[config.mk]
export PLATFORM = sky130hd
export DESIGN_NAME = cmpt_unit
export DESIGN_NICKNAME = d
export VERILOG_FILES = /design/src/rtl/cmpt_pkg.sv /design/src/rtl/cmpt_timer.sv /design/src/rtl/cmpt_match.sv /design/src/rtl/cmpt_action.sv /design/src/rtl/cmpt_unit.sv
export SDC_FILE = /design/constraint.sdc
export NUM_CORES = 1
export LEC_CHECK = 0
export ABC_AREA = 0
export BUFFER_PORTS_ARGS = -buffer_cell sky130_fd_sc_hd__buf_2
export CAP_MARGIN = 20
export CORE_MARGIN = 5
export CORE_UTILIZATION = 29
export CTS_CLUSTER_SIZE = 40
export DETAILED_ROUTE_END_ITERATION = 6
export GPL_TIMING_DRIVEN = 0
export HOLD_SLACK_MARGIN = 0.02
export SETUP_SLACK_MARGIN = 0.2
export SLEW_MARGIN = 25
export SYNTH_ARGS = -nofsm -noshare
export SYNTH_HDL_FRONTEND = slang
export SYNTH_SLANG_ARGS = --single-unit
[constraint.sdc]
create_clock -name clk -period 2.2 [get_ports clk]
set_input_delay 0.44 -clock clk [delete_from_list [all_inputs] [get_ports clk]]
set_output_delay 0.44 -clock clk [all_outputs]
set_load 0.01 [all_outputs]
[src/rtl/cmpt_pkg.sv]
package cmpt_pkg;
  localparam int MODE_W = 4;

  typedef enum logic [MODE_W-1:0] {
    CM_OFF    = 4'b0000,
    CM_TOGGLE = 4'b0010,
    CM_SET    = 4'b1000,
    CM_CLEAR  = 4'b1001,
    CM_IRQ    = 4'b1010,
    CM_TRIG   = 4'b1011
  } cmp_mode_e;

  function automatic logic mode_known(input logic [MODE_W-1:0] m);
    return (m == CM_TOGGLE) || (m == CM_SET) || (m == CM_CLEAR) ||
           (m == CM_IRQ) || (m == CM_TRIG);
  endfunction

  function automatic logic mode_drives_pin(input logic [MODE_W-1:0] m);
    return (m == CM_TOGGLE) || (m == CM_SET) || (m == CM_CLEAR);
  endfunction
endpackage

[src/rtl/cmpt_timer.sv]
module cmpt_timer #(
  parameter int TMR_W = 16
) (
  input  logic             clk,
  input  logic             rst_n,
  input  logic             tick_en,
  input  logic             ld_en,
  input  logic [TMR_W-1:0] ld_data,
  input  logic             trig_evt,
  input  logic             cancel,
  input  logic             ovf_clr,
  output logic [TMR_W-1:0] tmr_q,
  output logic             ovf_flag
);
  localparam logic [TMR_W-1:0] TMR_MAX = {TMR_W{1'b1}};
  localparam logic [TMR_W-1:0] TMR_ONE = {{(TMR_W-1){1'b0}}, 1'b1};

  logic pend_q;
  logic restart;
  logic wrap;

  assign restart = (pend_q | trig_evt) & ~cancel;
  assign wrap    = ~ld_en & tick_en & ~restart & (tmr_q == TMR_MAX);

  always_ff @(posedge clk or negedge rst_n) begin
    if (!rst_n) begin
      tmr_q  <= '0;
      pend_q <= 1'b0;
    end else if (ld_en) begin
      tmr_q  <= ld_data;
      pend_q <= 1'b0;
    end else if (tick_en) begin
      tmr_q  <= restart ? '0 : tmr_q + TMR_ONE;
      pend_q <= 1'b0;
    end else begin
      pend_q <= restart;
    end
  end

  always_ff @(posedge clk or negedge rst_n) begin
    if (!rst_n)       ovf_flag <= 1'b0;
    else if (wrap)    ovf_flag <= 1'b1;
    else if (ovf_clr) ovf_flag <= 1'b0;
  end

  AST_TICK_GATE: assert property (@(posedge clk) disable iff (!rst_n)
    (!tick_en && !ld_en) |=> $stable(tmr_q));
  AST_TRIG_RESTART: assert property (@(posedge clk) disable iff (!rst_n)
    (tick_en && !ld_en && pend_q && !cancel) |=> (tmr_q == '0));
  AST_CANCEL_DROPS: assert property (@(posedge clk) disable iff (!rst_n)
    (cancel && !ld_en && !tick_en) |=> !pend_q);
  AST_OVF_WRAP: assert property (@(posedge clk) disable iff (!rst_n)
    $rose(ovf_flag) |-> ($past(tmr_q) == TMR_MAX));
endmodule

[src/rtl/cmpt_match.sv]
module cmpt_match #(
  parameter int TMR_W = 16
) (
  input  logic             clk,
  input  logic             rst_n,
  input  logic [TMR_W-1:0] tmr_q,
  input  logic [TMR_W-1:0] cmp_q,
  output logic             hit
);
  logic equal;
  logic equal_d;

  assign equal = (tmr_q == cmp_q);
  assign hit   = equal & ~equal_d;

  always_ff @(posedge clk or negedge rst_n) begin
    if (!rst_n) equal_d <= 1'b0;
    else        equal_d <= equal;
  end

  AST_ONE_SHOT: assert property (@(posedge clk) disable iff (!rst_n)
    hit |=> !hit);
endmodule

[src/rtl/cmpt_action.sv]
module cmpt_action
  import cmpt_pkg::*;
(
  input  logic              clk,
  input  logic              rst_n,
  input  logic              ctl_wr_en,
  input  logic [MODE_W-1:0] ctl_wr_data,
  input  logic              hit,
  input  logic              adc_en,
  input  logic              irq_clr,
  output logic              out_q,
  output logic              pin_oe,
  output logic              irq_flag,
  output logic              adc_start,
  output logic              trig_evt
);
  logic [MODE_W-1:0] mode_q;
  logic              evt;
  logic              out_nxt;

  assign evt       = hit & mode_known(mode_q);
  assign trig_evt  = evt & (mode_q == CM_TRIG);
  assign adc_start = trig_evt & adc_en;
  assign pin_oe    = mode_drives_pin(mode_q);

  always_comb begin
    out_nxt = out_q;
    if (evt) begin
      case (mode_q)
        CM_TOGGLE: out_nxt = ~out_q;
        CM_SET:    out_nxt = 1'b1;
        CM_CLEAR:  out_nxt = 1'b0;
        default:   out_nxt = out_q;
      endcase
    end
    if (ctl_wr_en && (ctl_wr_data == CM_OFF)) out_nxt = 1'b0;
  end

  always_ff @(posedge clk or negedge rst_n) begin
    if (!rst_n) begin
      mode_q <= CM_OFF;
      out_q  <= 1'b0;
    end else begin
      out_q <= out_nxt;
      if (ctl_wr_en) mode_q <= ctl_wr_data;
    end
  end

  always_ff @(posedge clk or negedge rst_n) begin
    if (!rst_n)       irq_flag <= 1'b0;
    else if (evt)     irq_flag <= 1'b1;
    else if (irq_clr) irq_flag <= 1'b0;
  end

  AST_LATCH_LOW: assert property (@(posedge clk) disable iff (!rst_n)
    (ctl_wr_en && ctl_wr_data == CM_OFF) |=> !out_q);
  AST_IRQ_SET: assert property (@(posedge clk) disable iff (!rst_n)
    evt |=> irq_flag);
  AST_SWI_HOLDS: assert property (@(posedge clk) disable iff (!rst_n)
    (mode_q == CM_IRQ && !ctl_wr_en) |=> $stable(out_q));
  AST_UNKNOWN_QUIET: assert property (@(posedge clk) disable iff (!rst_n)
    (!mode_known(mode_q) && !irq_flag) |=> !irq_flag);
endmodule

[src/rtl/cmpt_unit.sv]
module cmpt_unit
  import cmpt_pkg::*;
#(
  parameter int TMR_W = 16
) (
  input  logic              clk,
  input  logic              rst_n,
  input  logic              tick_en,
  input  logic              tmr_wr_en,
  input  logic [TMR_W-1:0]  tmr_wr_data,
  input  logic              cmp_wr_en,
  input  logic [TMR_W-1:0]  cmp_wr_data,
  input  logic              ctl_wr_en,
  input  logic [MODE_W-1:0] ctl_wr_data,
  input  logic              adc_en,
  input  logic              irq_clr,
  input  logic              ovf_clr,
  output logic [TMR_W-1:0]  tmr_value,
  output logic              cmp_out,
  output logic              pin_oe,
  output logic              irq_flag,
  output logic              ovf_flag,
  output logic              adc_start
);
  logic [TMR_W-1:0] cmp_q;
  logic [TMR_W-1:0] tmr_q;
  logic             hit;
  logic             trig_evt;

  always_ff @(posedge clk or negedge rst_n) begin
    if (!rst_n)         cmp_q <= {TMR_W{1'b1}};
    else if (cmp_wr_en) cmp_q <= cmp_wr_data;
  end

  cmpt_timer #(.TMR_W(TMR_W)) u_timer (
    .clk      (clk),
    .rst_n    (rst_n),
    .tick_en  (tick_en),
    .ld_en    (tmr_wr_en),
    .ld_data  (tmr_wr_data),
    .trig_evt (trig_evt),
    .cancel   (cmp_wr_en),
    .ovf_clr  (ovf_clr),
    .tmr_q    (tmr_q),
    .ovf_flag (ovf_flag)
  );

  cmpt_match #(.TMR_W(TMR_W)) u_match (
    .clk   (clk),
    .rst_n (rst_n),
    .tmr_q (tmr_q),
    .cmp_q (cmp_q),
    .hit   (hit)
  );

  cmpt_action u_action (
    .clk         (clk),
    .rst_n       (rst_n),
    .ctl_wr_en   (ctl_wr_en),
    .ctl_wr_data (ctl_wr_data),
    .hit         (hit),
    .adc_en      (adc_en),
    .irq_clr     (irq_clr),
    .out_q       (cmp_out),
    .pin_oe      (pin_oe),
    .irq_flag    (irq_flag),
    .adc_start   (adc_start),
    .trig_evt    (trig_evt)
  );

  assign tmr_value = tmr_q;

  AST_ADC_ON_MATCH: assert property (@(posedge clk) disable iff (!rst_n)
    adc_start |-> (tmr_q == cmp_q));
endmodule

==> impl_metrics.env <==
export IMPL_synth_common_cells="25 x dfrtp_1, 21 x a21oi_1, 18 x mux2_2, 18 x nand2_1, 17 x o21ai_0"
export IMPL_io_pins=66
export IMPL_gp_congestion=0.8680
export IMPL_synth_area_leader_cell="dfrtp_1"
export IMPL_yosysTopAreaCellShare=0.2675
export IMPL_insertion_delay_ns=0.30
export IMPL_yosys_most_used_dff="dfrtp_1"
export IMPL_drtIter0Drc=152
export IMPL_rsz0062_at_grt="true"
export IMPL_rows=32
export IMPL_pre_cts_ws_ns=-0.1495
export IMPL_cap_viol_max_count=0
export IMPL_path_cells="buf_6 -> xnor2_2 -> nand4_1 -> nor4_4 -> nand2_2 -> nor2_2 -> buf_2"
export IMPL_start_util=0.2995
export IMPL_ys_ff_latch=41
export IMPL_grt_overflow=0
export IMPL_regArea_sq_mm=0.001051
export IMPL_cp_slowest_stage_delay_ns=0.40
export IMPL_fin_tns_setup_ns=-0.06654
export IMPL_synth_xor_area_frac=0.05993
export IMPL_wl_met2_um=3499
export IMPL_avgSynthCellArea_sq_um=9.663
export IMPL_yosysMostFrequentCell="dfrtp_1"
export IMPL_finalNonFillerCells=429
export IMPL_slew_headroom=0.4812
export IMPL_die_h_um=99.80
export IMPL_endpoint="adc_start"
export IMPL_reg2reg_from="u_timer.tmr_q[7]"
export IMPL_cts_root_buffer="clkbuf_8"
export IMPL_tightest_slew_ns=0.7740
export IMPL_synthCells=242
export IMPL_max_freq_ghz=0.4412
export IMPL_dpl_cell_count=407
export IMPL_nets=372
export IMPL_synthTopCellsByArea="dfrtp_1 27%, dfstp_2 18%, mux2_2 8.7%"
export IMPL_leakagePower_nw=1.319
export IMPL_ys_async_sr_fraction=1.000
export IMPL_synth_cell_area_sq_mm=0.002338
export IMPL_cp_depth=7
export IMPL_fin_crit_sh=1.030
export IMPL_wl_per_cell_um=16.66
export IMPL_start_kind="flop"
export IMPL_crit_path_top_delay_cell="dfrtp_1"
export IMPL_reg2regPathDepth=11
export IMPL_antenna_found_initial=0
export IMPL_slew_viol_final=0
export IMPL_drc=0
export IMPL_setup_viol=1
export IMPL_synth_top_family_by_area="simple AND/OR/NAND/NOR gates"
export IMPL_path_buf_inv=2
export IMPL_htree_levels=2
export IMPL_ir_drop_uv=305.6
export IMPL_power_density_mw_per_mm2=579.5
export IMPL_highest_layer="met4"
export IMPL_worst_slack_ns=-0.06654
export IMPL_synthDistinctLibCells=40
export IMPL_hp_class="primary input to async pin"
export IMPL_violations="setup timing"
export IMPL_crit_family="simple AND/OR/NAND/NOR gates"
export IMPL_hold_viol=0
export IMPL_dp_hpwl_um=4994
export IMPL_grt_use_total=0.1408
export IMPL_r2r_end="u_timer.tmr_q[15]"
export IMPL_core_sq_mm=0.007807
export IMPL_cts_hold_repair_buffers=0
export IMPL_timing_final_crit_period_ns=2.267
export IMPL_crit_fanout=2
export IMPL_viasPerCell=5.219
export IMPL_io_buffers=63
export IMPL_ys_warn_count=0
export IMPL_worst_ep_arrival_time_ns=1.83
export IMPL_synth_compound_area_frac=0.1557
export IMPL_crit_start="u_timer.tmr_q[7]"
export IMPL_worst_ep_required_time_ns=1.76
export IMPL_grt_pass1_vias=2090
export IMPL_ys_seq_area_frac=0.4473
export IMPL_drive_above_1_share=0.4648
export IMPL_cts_buffers=5
export IMPL_vias=2239
export IMPL_crit_path_end_kind="output pin"
export IMPL_drt_wl_total_um=7149
export IMPL_syn_to_final_growth_pct=34.89
export IMPL_synthMuxAreaShare=0.09096
export IMPL_clock_path_buffers=2
export IMPL_die_width_um=99.80
export IMPL_grt_max_degree=42
export IMPL_die_area_sq_mm=0.009960
export IMPL_reg2reg_slack_ns=0.01
export IMPL_multi_input_area_sq_mm=0.001345
export IMPL_finClkSkew_ns=0.01487
export IMPL_synthSimpleGateAreaFrac=0.1974
export IMPL_antenna_cells=0
export IMPL_grt_pass1_wl_um=11150
export IMPL_fill_cells=800
export IMPL_yosys_area_share_adder=0.005350
export IMPL_final_antenna_net_count=0
export IMPL_cts_tree="done"
export IMPL_clock_sinks=41
export IMPL_wl_met3_um=530
export IMPL_path_class="flop to output pin"
export IMPL_syn_num_nets=288
export IMPL_firstDrtPassIters=4
export IMPL_wl_met1_um=3020
export IMPL_synth_edff_count=0
export IMPL_status="finished with violations"
export IMPL_path_clk_slew_ns=0.09
[logic make-up after synthesis]
family,after synthesis
compound gates,59
xor+xnor,16
fa+ha+maj,1
buf+inv,24
flops,41
mux,19
simple gates,82
[where the power goes]
part / internal [W] / switching (W)
Clock: 0.000220 / 0.000275
Sequential: 0.000842 / 0.0000876
Combinational: 0.000201 / 0.000203
[sequential cells by signal (all words and copies together), names as in the netlist]
signal / count
u_action.out_q: 1
u_timer.ovf_flag: 1
u_match.equal_d: 1
cmp_q: 16
u_timer.tmr_q: 16
u_timer.pend_q: 1
u_action.mode_q: 4
u_action.irq_flag: 1
[cell usage in the layout, fill, tap and decap left out, drive strengths merged, types with 3 or more instances in the layout]
| cell type | instances |
|---|---|
| nor4 | 10 |
| a31oi | 3 |
| nor3 | 4 |
| dfstp | 16 |
| mux2 | 18 |
| and3 | 8 |
| dfrtp | 25 |
| a32oi | 5 |
| nand4 | 12 |
| nand3 | 4 |
| buf | 82 |
| inv | 11 |
| a22oi | 3 |
| a21oi | 21 |
| a211oi | 4 |
| nor2 | 9 |
| nand2 | 19 |
| nor2b | 9 |
| xnor2 | 16 |
| clkbuf | 13 |
| o21ai | 17 |
[cell type report]
cell class                 count  area share
multi-input combinational    178      0.4264
clock buffer                   5     0.02182
tap                          102     0.04046
buffer                        14     0.02340
sequential                    41      0.3332
clock inverter                 3    0.005157
timing repair buffer          76      0.1376
inverter                      10     0.01190
[worst register-to-register path, cell delays in order (launching register included)]
cell	delay, ns
dfrtp_1	0.40
buf_6	0.13
xnor2_2	0.14
nand4_1	0.14
nor4_4	0.38
nand2_2	0.11
buf_4	0.15
buf_4	0.12
buf_4	0.12
buf_4	0.14
o211ai_1	0.16
o21ai_1	0.07
[worst min path at each step]
| stage | startpoint | endpoint | slack (ns) | depth (start not counted) |
|---|---|---|---|---|
| after floorplan | rst_n | u_action.irq_flag | 0.14 | 0 |
| final | rst_n | u_timer.tmr_q[15] | 0.12 | 1 |
| after global placement | u_timer.ovf_flag | u_timer.ovf_flag | 0.49 | 1 |
| after CTS | rst_n | u_timer.tmr_q[12] | 0.32 | 1 |
| after global routing | rst_n | u_action.mode_q[3] | 0.17 | 1 |
| after detailed placement | u_timer.ovf_flag | u_timer.ovf_flag | 0.50 | 1 |
[metal layers]
layer,global-route usage,up-vias
met5,0,-
met4,0.04202,0
met3,0.02710,8
met2,0.2201,86
met1,0.1977,1086
li1,-,1059
[through the flow]
stage | utilization | hold slack (ns) | total power (W) | area [sq um]
finish | 0.4040 | 0.1163 | 0.001828 | 3154
global route | 0.4040 | 0.1723 | 0.001927 | 3154
CTS | 0.3849 | 0.3193 | 0.001824 | 3005
detailed placement | 0.3566 | 0.4979 | 0.001301 | 2784
global placement | 0.3566 | 0.4867 | 0.001294 | 2784
floorplan | - | 0.1444 | 0.001144 | 2341
[what timing repair did]
action,in CTS,in global routing
gates cloned,1,1
setup endpoints to repair,20,21
pin swaps,8,16
setup buffers,9,3
resized for setup,18,32
Note: power is estimated with default switching activity, not from simulation.
